### src/rtl/ldalign_pkg.sv
package ldalign_pkg;
  localparam int LD_SIZES   = 4;
  localparam int SIZE_W     = $clog2(LD_SIZES);
  localparam int OP_W       = SIZE_W + 1;
  localparam int BOX_SIZE   = 2;

  typedef struct packed {
    logic [LD_SIZES-1:0] sizeOneHot;
    logic                signFill;
    logic                boxFill;
    logic                forceZero;
  } ext_strobe_t;
endpackage

### src/rtl/ldalign_ctrl.sv
module ldalign_ctrl
  import ldalign_pkg::*;
(
  input  logic [OP_W-1:0] loadOp,
  input  logic            fpDest,
  output ext_strobe_t     strobe
);
  localparam logic [SIZE_W-1:0] MAX_SIZE = SIZE_W'(LD_SIZES - 1);
  localparam logic [SIZE_W-1:0] BOX_CODE = SIZE_W'(BOX_SIZE);

  logic [SIZE_W-1:0] sizeCode;
  logic              isUnsigned;
  logic              isUndefined;
  logic              isFull;

  always_comb begin
    sizeCode    = loadOp[SIZE_W-1:0];
    isUnsigned  = loadOp[OP_W-1];
    isFull      = (sizeCode == MAX_SIZE);
    isUndefined = isUnsigned && isFull;

    strobe.forceZero  = isUndefined;
    strobe.sizeOneHot = isUndefined ? '0 : (LD_SIZES'(1) << sizeCode);
    strobe.boxFill    = fpDest && !isUnsigned && (sizeCode == BOX_CODE);
    strobe.signFill   = !isUnsigned && !isFull && !strobe.boxFill;
  end

  always_comb begin
    a_r7_undef_no_size: assert (!strobe.forceZero || strobe.sizeOneHot == '0)
      else $error("undefined opcode still selects a size");
    a_r1_one_size: assert ($onehot0(strobe.sizeOneHot))
      else $error("more than one size selected");
    a_r4_box_excl: assert (!(strobe.boxFill && strobe.signFill))
      else $error("box and sign fill both set");
    a_r6_narrow_no_box: assert (!strobe.boxFill || strobe.sizeOneHot[BOX_SIZE])
      else $error("boxing requested for a non-word size");
  end
endmodule

### src/rtl/ldalign_datapath.sv
module ldalign_datapath
  import ldalign_pkg::*;
#(
  parameter int BYTE_W = 8
) (
  input  logic [(BYTE_W << (LD_SIZES-1))-1:0]        rawData,
  input  logic [$clog2(1 << (LD_SIZES-1))-1:0]       addrLow,
  input  ext_strobe_t                                strobe,
  output logic [(BYTE_W << (LD_SIZES-1))-1:0]        result
);
  localparam int DATA_W = BYTE_W << (LD_SIZES - 1);
  localparam int LANES  = DATA_W / BYTE_W;
  localparam int BOX_W  = BYTE_W << BOX_SIZE;

  logic [DATA_W-1:0]   laneShift [LANES];
  logic [DATA_W-1:0]   sizeMask  [LD_SIZES];
  logic [LD_SIZES-1:0] topBit;
  logic [DATA_W-1:0]   shifted;
  logic [DATA_W-1:0]   keepMask;
  logic                keptMsb;
  logic                fillBit;

  for (genvar k = 0; k < LANES; k++) begin : g_lane
    assign laneShift[k] = rawData >> (k * BYTE_W);
  end

  assign shifted = laneShift[addrLow];

  for (genvar s = 0; s < LD_SIZES; s++) begin : g_size
    localparam int W = BYTE_W << s;
    if (W < DATA_W) begin : g_part
      assign sizeMask[s] = {{(DATA_W - W){1'b0}}, {W{1'b1}}};
    end else begin : g_full
      assign sizeMask[s] = '1;
    end
    assign topBit[s] = shifted[W-1];
  end

  always_comb begin
    keepMask = '0;
    keptMsb  = 1'b0;
    for (int s = 0; s < LD_SIZES; s++) begin
      if (strobe.sizeOneHot[s]) begin
        keepMask = keepMask | sizeMask[s];
        keptMsb  = keptMsb | topBit[s];
      end
    end
    fillBit = strobe.boxFill | (strobe.signFill & keptMsb);
    if (strobe.forceZero) result = '0;
    else result = (shifted & keepMask) | ({DATA_W{fillBit}} & ~keepMask);
  end

  always_comb begin
    a_r7_zero_out: assert (!strobe.forceZero || result == '0)
      else $error("undefined opcode gave nonzero result");
    a_r3_zero_upper: assert (!(strobe.sizeOneHot[0] && !strobe.signFill) ||
                             result[DATA_W-1:BYTE_W] == '0)
      else $error("unsigned byte has set upper bits");
    a_r2_sign_byte: assert (!(strobe.sizeOneHot[0] && strobe.signFill) ||
                            result[DATA_W-1:BYTE_W] == {(DATA_W-BYTE_W){result[BYTE_W-1]}})
      else $error("signed byte not sign-extended");
    a_r4_boxed: assert (!strobe.boxFill || result[DATA_W-1:BOX_W] == '1)
      else $error("boxed word upper half not all ones");
    a_r5_full_pass: assert (!strobe.sizeOneHot[LD_SIZES-1] || result == shifted)
      else $error("doubleword result altered");
  end
endmodule

### src/rtl/load_result_align.sv
module load_result_align
  import ldalign_pkg::*;
(
  input  logic [63:0] rawData,
  input  logic [2:0]  addrLow,
  input  logic [2:0]  loadOp,
  input  logic        fpDest,
  output logic [63:0] result
);
  ext_strobe_t strobe;

  ldalign_ctrl u_ctrl (
    .loadOp (loadOp),
    .fpDest (fpDest),
    .strobe (strobe)
  );

  ldalign_datapath #(.BYTE_W(8)) u_datapath (
    .rawData (rawData),
    .addrLow (addrLow),
    .strobe  (strobe),
    .result  (result)
  );
endmodule

### config.mk
export PLATFORM = sky130hd
export DESIGN_NAME = load_result_align
export DESIGN_NICKNAME = d
export VERILOG_FILES = /design/src/rtl/ldalign_pkg.sv /design/src/rtl/ldalign_ctrl.sv /design/src/rtl/ldalign_datapath.sv /design/src/rtl/load_result_align.sv
export SDC_FILE = /design/constraint.sdc
export NUM_CORES = 1
export LEC_CHECK = 0
export BUFFER_PORTS_ARGS = -buffer_cell sky130_fd_sc_hd__buf_4
export CORE_ASPECT_RATIO = 0.75
export CORE_MARGIN = 8
export CORE_UTILIZATION = 50
export DETAILED_ROUTE_END_ITERATION = 16
export PLACE_DENSITY = 0.88
export SYNTH_ARGS = -nofsm -noshare
export SYNTH_HDL_FRONTEND = slang
export SYNTH_HIERARCHICAL = 1
export SYNTH_SLANG_ARGS = --single-unit
### constraint.sdc
create_clock -name vclk -period 3.9
set_input_delay 0.195 -clock vclk [all_inputs]
set_output_delay 0.195 -clock vclk [all_outputs]
set_load 0.01 [all_outputs]
Yosys cells after proc, flatten, opt, wreduce, memory -nomap -nowiden
Index checks and enable logic that the tools add are counted.
{ "totals": {"regBits": 0, "latch_bits": 0, "mem_bits_rw": 0, "rom_bits": 0, "in_bits": 71, "out_inout_bits": 64, "word_cells": 35, "n_memories": 0} }
{ "classes": {"addsub": 0, "n_mul": 0, "div": 0, "magnitude_cmp": 1, "n_eq_ne": 2, "shift": 1, "mux": 13, "n_bitwise": 10, "reduce_logical": 8} }
{ "ops": {"columns": ["operator", "count"], "rows": [
  ["2-to-1 mux 64 bit", 4],
  ["binary-select mux 64 bit (select 3 bit)", 1],
  ["AND 64 bit", 2],
  ["inverter 64 bit", 1],
  ["bitwise OR 64 bit", 1],
  ["2-to-1 mux 32 bit", 1],
  ["2-to-1 mux 16 bit", 1],
  ["2-to-1 mux 8 bit", 1],
  ["logical AND 1 bit", 5],
  ["== test 2 bit, second input constant", 2],
  ["greater-or-equal comparator 4 bit, second input constant", 1],
  ["2-to-1 mux 1 bit", 4],
  ["2-to-1 mux 4 bit", 1],
  ["inverter 3 -> 4 bit", 1],
  ["bitwise OR 1 bit", 4],
  ["<< shifter 1 x 2 -> 4 bit, first input constant", 1],
  ["logical NOT 1 bit", 3],
  ["AND 1 bit", 1]
]} }

Logic depth before layout (Yosys ltp)
{ "logic_depth": {"word_depth": 16, "ltp_mapped": 8, "ltp_nobuf": 7} }

Hierarchy
Netlist, hierarchy kept.
{ "modules_own_cells": {"columns": ["mod", "instances", "cells_per_inst", "area_per_inst_um2", "seq_area_each_um2"], "rows": [
  ["ldalign_datapath", 1, 325, 2234.6, 0.0],
  ["ldalign_ctrl", 1, 10, 68.8, 0.0]
]} }

Least setup slack after synthesis
Ideal clock, no wire load.
{ "synth_path": {"path_type": "input port to output port", "startpoint": "input port addrLow[2]", "endpoint": "output port result[32]", "arrival_time_ps": 1814, "required_ps": 3705, "setup_slack_ps": 1891, "stages": 7, "n_path_buf": 2, "cell_sequence": "buf_2 -> inv_2 -> mux4_2 -> o21ai_4 -> o31ai_4 -> buf_6 -> a21oi_1"} }
{ "synth_via": {"elab_chain_cells": 16, "elab_cells_between_ends": 17, "cone_classes": "mux (8); bitwise (9)"} }
{ "synth_lines": {"columns": ["element", "line_no", "rtl"], "rows": [
  ["from (decl)", "load_result_align.sv:5", "input logic [2:0] addrLow,"],
  ["inverter 3 -> 4 bit (not written as such) *", "ldalign_datapath.sv:27", "assign shifted = laneShift[addrLow];"],
  ["binary-select mux 64 bit (select 3 bit) *", "ldalign_datapath.sv:27", null],
  ["2-to-1 mux 64 bit (not written as such) * (2 in series)", "ldalign_datapath.sv:27", null],
  ["2-to-1 mux 1 bit", "ldalign_datapath.sv:43", "if (strobe.sizeOneHot[s]) begin"],
  ["bitwise OR 1 bit", "ldalign_datapath.sv:45", "keptMsb = keptMsb | topBit[s];"],
  ["2-to-1 mux 1 bit", "ldalign_datapath.sv:43", null],
  ["bitwise OR 1 bit", "ldalign_datapath.sv:45", null],
  ["2-to-1 mux 1 bit", "ldalign_datapath.sv:43", null],
  ["bitwise OR 1 bit", "ldalign_datapath.sv:45", null],
  ["2-to-1 mux 1 bit", "ldalign_datapath.sv:43", null],
  ["AND 1 bit", "ldalign_datapath.sv:48", "fillBit = strobe.boxFill | (strobe.signFill & keptMsb);"],
  ["bitwise OR 1 bit", "ldalign_datapath.sv:48", null],
  ["AND 64 bit", "ldalign_datapath.sv:50", "else result = (shifted & keepMask) | ({DATA_W{fillBit}} & ~keepMask);"],
  ["bitwise OR 64 bit *", "ldalign_datapath.sv:50", null],
  ["2-to-1 mux 64 bit *", "ldalign_datapath.sv:49", "if (strobe.forceZero) result = '0;"],
  ["to (decl)", "load_result_align.sv:8", "output logic [63:0] result"]
]} }
Mark *: on every way between the ends. The rest lies on a longest branch, timed or not. The select of a mux whose other input is x is not followed.

Worst setup path after layout
{ "layout_path": {"startpoint": "input port addrLow[2]", "endpoint": "output port result[36]"} }
Same word-level chain as after synthesis.

==> run metrics <==
Core Area=around 4400 um^2; antenna violations before repair=0; critical path class=in2out; fin crit share=0.753; final hold vios=0; final core occ=0.728; Antenna Cells=0; Crit Path Max Fanout=between 40 and 50; area of the multi-input gates=roughly 2100 um^2; router iterations before antenna repair=6; Via-to-Cell Ratio=~6.5; fmax=around 340 MHz; CLK BUF=0; Setup Buffers After CTS=0; Synth Area per Inst=between 6 and 7 um^2; CP Data Arrival Time=about 2700 ps; setup_tns=0 ps; layout cells sized above 1=0.406; die area=7060 um^2; # setup viols final=0; post-synthesis sequential area ratio=0; relative slew slack=0.285; Cell Area, Synth=2300 um^2; PnR Total Power=approximately 540 uW; Final Hold Slack=774 ps; slowest CP cell=o31ai_4; unrepaired setup endpoints after global routing=false; Post-CTS Hold Buffers=0; max-cap viol count=0; Top cell by count, worst path=buf_4; Initial Util=0.519; outcome=complete, no violations; pin count of the biggest net entering global routing=54; port buffer count=about 140; Detailed Route Iter0 Violations=between 400 and 500; crit-path max cell delay=about 640 ps; grt total ovfl=0; vias in the first global route=2917; static leakage=approximately 0.0015 uW; fin crit period=around 2900 ps; DR WL/cell=around 21 um; die span in y=about 75 um; Gates resized, CTS repair=0; Worst Tran Pin Value=around 1100 ps; HP Class=in2out; Nets=around 510; antenna-violating nets left=0; library cells used by synthesis=42; Crit. End Element=primary output; chip width=~94 um; global placement routability congestion=1.00; WP data required=~3700 ps; vias=between 3k and 4k; seq_cells=0; first-pass GRT wire length=15300 um; total track usage=0.266; I/O pin total=between 100 and 150; final wirelength=between 10000 and 15000 um; post-DP HPWL=around 8200 um; CP cell instances=buf_4 > inv_2 > mux4_2 > o21ai_4 > o31ai_4 > buf_4 > a21oi_1 > buf_4; critical path launch point type=input pin; Syn Nets=between 400 and 500; maximum VDD drop=~0.1 mV; row count=21; synthesis-to-layout area growth=40.3%; drt drc=0; final slew viol count=0; fillers=approximately 350; PwrDens=approximately 170 nW/um^2; register area=0 um^2; yosys warns=6; Mapped Cells=~340
[worst max-delay path, delay by kind of cell]
| family | cells | cell delay (ps) |
|---|---|---|
| multiplexers | 1 | 450 |
| buffers and inverters | 4 | 1210 |
| AO/OA/AOI/OAI | 3 | 850 |
[synthesized netlist by cell type, drive strengths merged (2+ instances only)]
cell,number,area [um^2]
mux4,8,180
nor2,35,134
a2bb2oi,6,52.6
mux2i,41,410
o211a,2,20.0
nand2b,3,18.8
nor2b,10,70.1
inv,4,15.0
mux2,16,180
a21oi,65,344
a21o,3,22.5
nor3,3,15.0
a211oi,29,218
a31oi,7,43.8
o21ai,11,66.3
o31ai,2,42.5
nand2,44,165
clkbuf,11,41.3
buf,21,138
[cell type report]
| class | count | share of cell area |
|---|---|---|
| inverters | 4 | 0.00465 |
| multi-input cells | 299 | 0.653 |
| well taps | 57 | 0.0221 |
| repair buffers | 138 | 0.321 |
[cell usage in the layout (no fill, tap or decap)]
cell type / n
a21oi_1: 60
nor2b_1: 9
nand3b_1: 1
o21ai_4: 1
o211a_1: 2
mux2_2: 16
o21ai_0: 9
mux2i_1: 41
or2_2: 1
a21oi_2: 5
a221oi_1: 1
o41ai_1: 1
inv_1: 3
and3b_1: 1
mux4_2: 8
nor3_1: 3
nor3b_2: 1
nor2_1: 34
o2bb2ai_1: 1
and2b_2: 1
and3_2: 1
o21ai_1: 1
a2bb2oi_1: 6
a21o_1: 3
nor2_2: 1
o31ai_4: 2
a31oi_1: 7
buf_4: 138
nand2_1: 44
or3_1: 1
nand2b_1: 3
a2111oi_0: 1
nor2b_4: 1
inv_2: 1
o21bai_2: 1
nor4b_2: 1
o21a_1: 1
a211oi_1: 29
[power by group]
part           total [uW]  internal, uW  switching (uW)
Clock                   0             0               0
Sequential              0             0               0
Combinational         537           245             291
[logic make-up (layout without fill, tap and decap cells)]
family / after synthesis / after routing / share of synthesized area
multiplexers: 65 / 65 / 0.335
AND/OR/NAND/NOR: 103 / 103 / 0.206
buffers and inverters: 36 / 142 / 0.0842
AO/OA/AOI/OAI: 131 / 131 / 0.375
[worst paths after layout]
check / end / from / depth (start not counted) / slack [ps]
setup / recovery: result[36] / addrLow[2] / 8 / 960
hold / removal: result[59] / rawData[59] / 4 / 770
[stage by stage]
step	setup slack (ps)	instance area, um^2	cells
after detailed placement	1080	3230	498
after global routing	820	3230	498
after CTS	1070	3230	498
final	963	3230	498
after global placement	1160	3230	498
after floorplan	1890	2300	335
[metal layers]
| layer | track usage | share of wire | vias to the layer above |
|---|---|---|---|
| met5 | 0 | 0 | - |
| met1 | 0.377 | 0.41 | 1487 |
| li1 | - | - | 1474 |
| met2 | 0.410 | 0.44 | 259 |
| met4 | 0.0210 | 0.0066 | 0 |
| met3 | 0.0627 | 0.15 | 8 |
Note: power is estimated with default switching activity, not from simulation.
